==> config.mk <==
export PLATFORM = sky130hd
export DESIGN_NAME = prog_loader
export DESIGN_NICKNAME = d
export VERILOG_FILES = /design/src/rtl/loader_pkg.sv /design/src/rtl/ldr_byte_asm.sv /design/src/rtl/ldr_ctrl.sv /design/src/rtl/prog_loader.sv
export SDC_FILE = /design/constraint.sdc
export NUM_CORES = 1
export LEC_CHECK = 0
export BUFFER_PORTS_ARGS = -buffer_cell sky130_fd_sc_hd__buf_4
export CORE_MARGIN = 2
export CORE_UTILIZATION = 45
export CTS_CLUSTER_SIZE = 14
export DETAILED_ROUTE_END_ITERATION = 10
export PLACE_DENSITY_LB_ADDON = 0.1
export SLEW_MARGIN = 25
export SYNTH_ARGS = -nofsm -noshare
export SYNTH_HDL_FRONTEND = slang
export SYNTH_SLANG_ARGS = --single-unit
==> constraint.sdc <==
create_clock -name clk -period 2.2 [get_ports clk]
set_input_delay 0.22 -clock clk [delete_from_list [all_inputs] [get_ports clk]]
set_output_delay 0.22 -clock clk [all_outputs]
set_load 0.005 [all_outputs]
==> src/rtl/loader_pkg.sv <==
package loader_pkg;
  typedef enum logic [2:0] {
    LD_IDLE,
    LD_HUNT,
    LD_COUNT,
    LD_DATA,
    LD_FULL
  } ld_state_t;
endpackage

==> src/rtl/ldr_byte_asm.sv <==
module ldr_byte_asm #(
  parameter int BYTE_W = 8,
  parameter int BPW    = 4,
  localparam int LANE_W = $clog2(BPW),
  localparam int WORD_W = BYTE_W * BPW
) (
  input  logic              clk,
  input  logic              rst,
  input  logic              clear,
  input  logic              take,
  input  logic [BYTE_W-1:0] byte_in,
  output logic              last_lane,
  output logic [WORD_W-1:0] word_out
);
  logic [LANE_W-1:0] lane_q;
  logic [BYTE_W-1:0] hold_q [BPW-1];

  always_ff @(posedge clk) begin
    if (rst || clear) lane_q <= '0;
    else if (take)    lane_q <= (lane_q == LANE_W'(BPW-1)) ? '0 : lane_q + 1'b1;
  end

  for (genvar k = 0; k < BPW-1; k++) begin : g_lane
    always_ff @(posedge clk) begin
      if (rst)                              hold_q[k] <= '0;
      else if (take && lane_q == LANE_W'(k)) hold_q[k] <= byte_in;
    end
  end

  always_comb begin
    last_lane = (lane_q == LANE_W'(BPW-1));
    word_out  = '0;
    for (int k = 0; k < BPW-1; k++) word_out[k*BYTE_W +: BYTE_W] = hold_q[k];
    word_out[(BPW-1)*BYTE_W +: BYTE_W] = byte_in;
  end

  AST_LANE_RESTART: assert property (@(posedge clk) disable iff (rst)
    clear |=> !last_lane) else $error("lane not restarted");
  AST_LANE_HOLD: assert property (@(posedge clk) disable iff (rst)
    (!take && !clear) |=> $stable(lane_q)) else $error("lane moved without byte");
endmodule

==> src/rtl/ldr_ctrl.sv <==
module ldr_ctrl
  import loader_pkg::*;
#(
  parameter int              DEPTH  = 32,
  parameter int              BYTE_W = 8,
  parameter int              WORD_W = 32,
  parameter logic [BYTE_W-1:0] MAGIC = 8'hA5,
  localparam int             ADDR_W = $clog2(DEPTH)
) (
  input  logic              clk,
  input  logic              rst,
  input  logic              load_en,
  input  logic              rx_valid,
  input  logic [BYTE_W-1:0] rx_byte,
  input  logic              last_lane,
  input  logic [WORD_W-1:0] asm_word,
  output logic              take,
  output logic              clear,
  output logic              wr_en,
  output logic [ADDR_W-1:0] wr_addr,
  output logic [WORD_W-1:0] wr_data,
  output logic              busy,
  output logic              done
);
  ld_state_t         state_q, state_d;
  logic [ADDR_W-1:0] word_idx, last_idx, clamp;

  // one process owns the whole write port
  always_comb begin
    wr_en   = (state_q == LD_DATA) && last_lane && rx_valid;
    wr_addr = word_idx;
    wr_data = asm_word;
  end

  always_comb begin
    take  = (state_q == LD_DATA) && rx_valid;
    clear = (state_q != LD_DATA);
    if (int'(rx_byte) > DEPTH) clamp = ADDR_W'(DEPTH - 1);
    else                       clamp = ADDR_W'(int'(rx_byte) - 1);
  end

  always_comb begin
    state_d = state_q;
    unique case (state_q)
      LD_IDLE:  if (load_en) state_d = LD_HUNT;
      LD_HUNT:  if (rx_valid && rx_byte == MAGIC) state_d = LD_COUNT;
      LD_COUNT: if (rx_valid) state_d = (rx_byte == '0) ? LD_FULL : LD_DATA;
      LD_DATA:  if (wr_en && word_idx == last_idx) state_d = LD_FULL;
      LD_FULL:  state_d = LD_FULL;
      default:  state_d = LD_IDLE;
    endcase
    if (!load_en) state_d = LD_IDLE;
  end

  always_ff @(posedge clk) begin
    if (rst) begin
      state_q  <= LD_IDLE;
      word_idx <= '0;
      last_idx <= '0;
      busy     <= 1'b0;
      done     <= 1'b0;
    end else begin
      state_q <= state_d;
      busy    <= (state_d == LD_COUNT) || (state_d == LD_DATA);
      done    <= (state_d == LD_FULL);
      if (state_q == LD_COUNT && rx_valid) begin
        word_idx <= '0;
        last_idx <= clamp;
      end else if (wr_en) begin
        word_idx <= word_idx + 1'b1;
      end
    end
  end

  AST_IDLE_WHEN_OFF: assert property (@(posedge clk) disable iff (rst)
    !load_en |=> (!busy && !done)) else $error("not idle");
  AST_BUSY_DONE_EXCL: assert property (@(posedge clk) disable iff (rst)
    !(busy && done)) else $error("busy and done");
  AST_DONE_STICKY: assert property (@(posedge clk) disable iff (rst)
    (done && load_en) |=> (done && !wr_en)) else $error("done lost");
  AST_ADDR_STEP: assert property (@(posedge clk) disable iff (rst)
    (wr_en && state_d == LD_DATA) |=> wr_addr == ADDR_W'($past(wr_addr) + 1'b1))
    else $error("address step");
  AST_WRITE_NEEDS_BUSY: assert property (@(posedge clk) disable iff (rst)
    wr_en |-> busy) else $error("write outside load");
  AST_GAP_HOLD: assert property (@(posedge clk) disable iff (rst)
    (!rx_valid && load_en && state_q != LD_IDLE) |=> ($stable(state_q) && $stable(word_idx)))
    else $error("advanced on idle cycle");
endmodule

==> src/rtl/prog_loader.sv <==
module prog_loader #(
  parameter int              DEPTH  = 32,
  parameter int              WORD_W = 32,
  parameter int              BYTE_W = 8,
  parameter logic [BYTE_W-1:0] MAGIC = 8'hA5,
  localparam int             BPW    = WORD_W / BYTE_W,
  localparam int             ADDR_W = $clog2(DEPTH)
) (
  input  logic              clk,
  input  logic              rst,
  input  logic              load_en,
  input  logic              rx_valid,
  input  logic [BYTE_W-1:0] rx_byte,
  output logic              wr_en,
  output logic [ADDR_W-1:0] wr_addr,
  output logic [WORD_W-1:0] wr_data,
  output logic              busy,
  output logic              done
);
  logic              take, clear, last_lane;
  logic [WORD_W-1:0] asm_word;

  ldr_byte_asm #(.BYTE_W(BYTE_W), .BPW(BPW)) i_asm (
    .clk(clk), .rst(rst), .clear(clear), .take(take), .byte_in(rx_byte),
    .last_lane(last_lane), .word_out(asm_word)
  );

  ldr_ctrl #(.DEPTH(DEPTH), .BYTE_W(BYTE_W), .WORD_W(WORD_W), .MAGIC(MAGIC)) i_ctrl (
    .clk(clk), .rst(rst), .load_en(load_en), .rx_valid(rx_valid), .rx_byte(rx_byte),
    .last_lane(last_lane), .asm_word(asm_word), .take(take), .clear(clear),
    .wr_en(wr_en), .wr_addr(wr_addr), .wr_data(wr_data), .busy(busy), .done(done)
  );

  AST_WE_WITH_VALID: assert property (@(posedge clk) disable iff (rst)
    wr_en |-> rx_valid) else $error("write without byte");
endmodule

; Yosys cells after proc, flatten, opt, wreduce, memory -nomap -nowiden
; Memories as Yosys holds them, arrays and structs flattened.
; Cells that the tools add are included.
; Widths: inputs -> output; s select.
[classes]
addsub = 3
n_lt_le_gt_ge = 1
n_eq_ne = 13
n_mux = 22
bitwise = 3
reduce_logical = 15
[ops]
columns = op, n
row1 = $mux 8, 3
row2 = $mux 3, 5
row3 = $pmux 3 s5, 1
row4 = $eq 3x2->1 const B, 4
row5 = $mux 1, 11
row6 = $logic_and 1x1->1, 9
row7 = $eq 8x8->1 const B, 1
row8 = $gt 8x6->1 const B, 1
row9 = $logic_not 8->1, 1
row10 = $eq 3x3->1 const B, 2
row11 = $add 5x1->5 const B, 1
row12 = $eq 5x5->1, 1
row13 = $mux 5, 1
row14 = $sub 5x1->5 const B, 1
row15 = $eq 2x2->1 const B, 2
row16 = $eq 3x1->1 const B, 1
row17 = $logic_not 3->1, 1
row18 = $ne 3x2->1 const B, 1
row19 = $or 1x1->1, 3
row20 = $add 2x1->2 const B, 1
row21 = $eq 2x1->1 const B, 1
row22 = $logic_not 2->1, 1
row23 = $logic_or 1x1->1, 2
row24 = $mux 2, 1
row25 = $reduce_or 2->1, 1
[word_totals]
ff_bits = 17
ram_bits = 24
input_bits = 12
out_inout_bits = 40
word_cells = 64
mem_count = 1
[memory_table]
columns = name, words, width, rd, rd_clocked_by_memory_dff, wr, line_no
row1 = i_asm.hold_q, 3, 8, 3, 0, 3, ldr_byte_asm.sv:16  ; logic [BYTE_W-1:0] hold_q [BPW-1];

; Logic depth before layout (Yosys ltp)
[depth]
ltp_word = 9
mapped_depth = 6
ltp_nobuf = 6

; Cells and area by module
; A second synthesis with hierarchy kept.
[hier_totals]
cells_unflattened = 207
area_unflattened_um2 = 2197.1
[by_module_without_submodules]
columns = module, n_inst, cells_each, area_each_um2, seq_area_each_um2
row1 = ldr_byte_asm, 1, 85, 1102.3, 760.7
row2 = ldr_ctrl, 1, 122, 1094.8, 300.3

; Worst setup path after synthesis
; No wires, ideal clock.
[synth_timing]
path_kind = input -> register
startpoint = in rx_byte[1]
endpoint = reg i_ctrl.last_idx[2]
setup_time_ps = 138
arrival_time_ps = 1440
t_required_ps = 2062
slack_ps = 621
stages = 5
path_buffers = 0
path_cell_list = inv_1 > ha_1 > or4b_4 > a2111oi_4 > a211oi_1
[synth_via]
elab_chain_len = 2
elab_cells_between_ends = 3
cone_classes = add/sub: 1 / order compare: 1 / mux: 1
[synth_lines]
columns = item, line_no
row1 = "start, declared", prog_loader.sv:13  ; input logic [BYTE_W-1:0] rx_byte,
row2 = $gt 8x6->1 / $sub 5x1->5 (equally long branches), "ldr_ctrl.sv:38, ldr_ctrl.sv:39"
row3 = $mux 5 *, ldr_ctrl.sv:38  ; if (int'(rx_byte) > DEPTH) clamp = ADDR_W'(DEPTH - 1);
row4 = "end signal, assigned", ldr_ctrl.sv:68  ; last_idx <= clamp;
row5 = "end, declared", ldr_ctrl.sv:26  ; logic [ADDR_W-1:0] word_idx, last_idx, clamp;
; Mark *: on every way between the ends. The rest lies on a longest branch, timed or not.
; A chain may end at the register's enable or synchronous reset.

; Final worst setup path
[layout_timing]
startpoint = reg i_ctrl.state_q[0]
endpoint = reg i_ctrl.state_q[0]
[layout_via]
elab_chain_len = 7
elab_cells_between_ends = 13
cone_classes = eq/ne: 4 / mux: 5 / reduce/logical: 4
[layout_lines]
columns = item, line_no
row1 = "start, declared", ldr_ctrl.sv:25  ; ld_state_t state_q, state_d;
row2 = "start signal, assigned", ldr_ctrl.sv:63  ; state_q <= state_d;
row3 = $eq 3x2->1, "ldr_ctrl.sv:30, ldr_ctrl.sv:44"
row4 = $logic_and 1x1->1 (2 in series), ldr_ctrl.sv:30  ; wr_en = (state_q == LD_DATA) && last_lane && rx_valid;
row5 = $logic_and 1x1->1, ldr_ctrl.sv:48  ; LD_DATA: if (wr_en && word_idx == last_idx) state_d = LD_FULL;
row6 = $mux 3, ldr_ctrl.sv:48
row7 = $pmux 3 s5 *, ldr_ctrl.sv:44  ; unique case (state_q)
row8 = $mux 3 *, ldr_ctrl.sv:52  ; if (!load_en) state_d = LD_IDLE;
; Marks and branches as above.

==> metrics.md <==
| Metric | Value |
|---|---|
| Vias in the first global route | `1378` |
| Port Buf Inserts | `51` |
| Leakage | `1.12 nW` |
| # DRC | `0` |
| Max Fclk | `587 MHz` |
| Post-CTS Setup Inserts | `0` |
| Worst path max stage delay | `470 ps` |
| Worst hold path depth | `2` |
| Total grt overflow | `0` |
| Total CTS buffers | `5` |
| Post-CTS resize count | `0` |
| Critical Path Sink Type | `register` |
| Clk Latency, worst-skew pair | `290 ps` |
| Reg power frac | `54.0%` |
| Largest delay share family, worst path | `compound AO/OA/AOI/OAI gates` |
| R2R Path Start | `i_ctrl.state_q[0]` |
| Pre-antenna DRT Iters | `4` |
| CP Cell Sequence | `and4b_1, nand2_4, o41ai_2, o311ai_1` |
| Synthesized area per cell | `11.5 sq um` |
| Synth-to-layout area growth | `24.7%` |
| Largest net degree at the start of global routing | `25` |
| FP Rows | `23` |
| DR iter-0 viols | `127` |
| Worst EP arrival | `1850 ps` |
| P_int | `1.21 mW` |
| Tightest Pin Transition | `385 ps` |
| Final Max Slew Viols | `0` |
| Placeable core area | `0.00409 sq mm` |
| Final Cycle Share | `77.4%` |
| Final Hold Vio Count | `0` |
| Net Switching | `0.321 mW` |
| Die X | `69.9 microns` |
| R2R cell count | `4` |
| Leading cell type in the layout, fill and taps excluded | `buf_4` |
| Initial Util | `47.9%` |
| Post-synthesis sequential area ratio | `54.2%` |
| H-tree levels | `2` |
| Post-synth top area cell | `edfxtp_1` |
| Fin crit period | `1700 ps` |
| GP Congestion | `0.891` |
| Clock power share | `38.9%` |
| Vias per cell | `5.29` |
| Worst reg-to-reg setup slack | `500 ps` |
| Critical setup path kind | `reg2reg` |
| Outcome | `finished clean` |
| Power Density | `629 mW/mm^2` |
| Layout cell share with drive strength beyond 1 | `31.2%` |
| Startpoint Class | `register` |
| Io pins | `52` |
| Final ANT Viol Nets | `0` |
| Top cells by area, synth | `edfxtp_1 37%, dfxtp_1 17%, and3_1 7.7%` |
| Mapped Cells | `170` |
| Final Power | `1.54 mW` |
| RSZ-0062 raised after global routing | `false` |
| Mapped cell area | `0.00196 sq mm` |
| Data required time of the worst path | `2350 ps` |
| Synth warn | `0` |
| Synth Register Bits | `41` |
| Syn_nets | `189` |
| Wirelength per Cell | `15.4 microns` |
| Final Setup Violations | `0` |
| Hold Crit Endpoint | `i_ctrl.last_idx[0]` |
| CP bufs+invs | `0` |
| CTS tree | `built` |
| First-pass GRT wire length | `6940 microns` |
| Hold Startpoint | `rx_byte[0]` |
| Die H | `69.9 microns` |
| Worst Clk Skew | `3.65 ps` |
| Clock buffer depth | `2` |
| Clk Tree Root Cell | `clkbuf_8` |
| Comb power frac | `7.0%` |
| Sink Count | `41` |
| Max-cap violations | `0` |
| Crit Path Max Fanout | `6` |
| Antenna violations before repair | `0` |
| Switching share of power | `20.9%` |
| Final setup TNS | `0 ps` |
| Diode count | `0` |
| Die area | `0.00489 sq mm` |
| Critical-path cell with the highest stage delay | `o41ai_2` |
| Hpwl dp | `3000 microns` |
| Reg2reg end | `i_ctrl.state_q[0]` |
| Reg clk slew, reported paths | `80 ps` |
| Min-delay worst type | `in2reg` |
| Worst vdd ir | `0.000378 V` |
| Total track usage | `17.9%` |
| Fin nets | `236` |
| Count of different cell masters after synthesis | `40` |
| Synth top area share | `36.8%` |
| Routed wire length | `4140 microns` |
| Hold Buf Count CTS | `0` |
| Via count | `1417` |
| Most frequent cells in the layout | `54 x buf_4, 24 x and3_1, 24 x edfxtp_1, 17 x dfxtp_1` |
| Max-Slew Margin vs Limit | `74.0%` |
## cells by family (layout without fill, tap and decap cells)
group                    Yosys count  after routing  synth area share (%)
AO/OA/AOI/OAI                     19             19                  8.12
XOR/XNOR                          12             12                  5.37
adder cells (fa/ha/maj)            7              7                  4.48
buffers and inverters             22             70                  6.27
flip-flops                        41             41                  54.2
multiplexers                       1              1                 0.512
AND/OR/NAND/NOR                   68             68                  21.0
## final cells by class
type	count	area [sq um]
multi-input combinational	107	773
tap	50	62.6
fill	354	1650
clock buffer	6	72.6
timing repair buffer	54	405
inverter	8	30.0
clock inverter	2	35.0
sequential	41	1060
## flip-flops by register name (all words and copies together), names as in the netlist
signal and count:
i_asm.hold_q 24, i_asm.lane_q 2, i_ctrl.busy 1, i_ctrl.done 1
i_ctrl.last_idx 5, i_ctrl.state_q 3, i_ctrl.wr_addr 5
## metrics by stage
| stage | util, % | instances | setup slack [ps] | cell area (sq um) | hold WS (ps) |
|---|---|---|---|---|---|
| CTS | 59.7 | 268 | 477 | 2440 | 169 |
| detailed placement | 57.1 | 260 | 361 | 2330 | 471 |
| global placement | 57.1 | 260 | 414 | 2330 | 465 |
| finish | 59.7 | 268 | 498 | 2440 | 172 |
| floorplan | - | 170 | 621 | 1960 | 316 |
| global route | 59.7 | 268 | 365 | 2440 | 189 |
## cell usage after synthesis, drive strengths merged
| library cell | count |
|---|---|
| and3 | 24 |
| edfxtp | 24 |
| dfxtp | 17 |
| buf | 11 |
| inv | 8 |
| nor2 | 8 |
| ha | 7 |
| nor3 | 7 |
| xnor2 | 7 |
| a21oi | 5 |
| nand2 | 5 |
| nand3 | 5 |
| xor2 | 5 |
| a211oi | 4 |
| a21o | 3 |
| clkbuf | 3 |
| nand2b | 3 |
| and2 | 2 |
| nand4 | 2 |
| nor3b | 2 |
| nor4 | 2 |
| a2111oi | 1 |
| a21bo | 1 |
| a31oi | 1 |
| and4b | 1 |
| mux2i | 1 |
| nand3b | 1 |
| nand4b | 1 |
| nor2b | 1 |
| nor4bb | 1 |
| o21ai | 1 |
| o21bai | 1 |
| o311ai | 1 |
| o41ai | 1 |
| or2 | 1 |
| or4 | 1 |
| or4b | 1 |
## worst max-delay path by stage
| stage | start | end | slack, ps | depth (start not counted) |
|---|---|---|---|---|
| 6_report | i_ctrl.state_q[0] | i_ctrl.state_q[0] | 500 | 4 |
| 5_1_grt | i_ctrl.state_q[1] | i_ctrl.last_idx[0] | 360 | 4 |
| 4_1_cts | i_ctrl.state_q[0] | i_ctrl.state_q[0] | 480 | 4 |
| 3_5_place_dp | rx_byte[1] | i_ctrl.last_idx[3] | 360 | 6 |
| 3_3_place_gp | rx_byte[1] | i_ctrl.last_idx[2] | 410 | 6 |
| 2_1_floorplan | rx_byte[1] | i_ctrl.last_idx[2] | 620 | 5 |
## per-layer routing
metal,up-vias,global-route usage (%),part of all wire (%)
li1,702,-,-
met1,671,25.4,47
met2,39,26.8,47
met3,5,3.46,4.3
met4,0,7.69,1.3
met5,-,0,0
## power groups by stage
stage               clock (mW)  sequential [mW]  combinational, mW
floorplan                    0            0.849             0.0429
global placement             0            0.847              0.107
detailed placement           0            0.848              0.108
CTS                      0.599            0.830              0.109
global route             0.637            0.832              0.117
finish                   0.597            0.830              0.108
(Power assumes the default switching activity.)
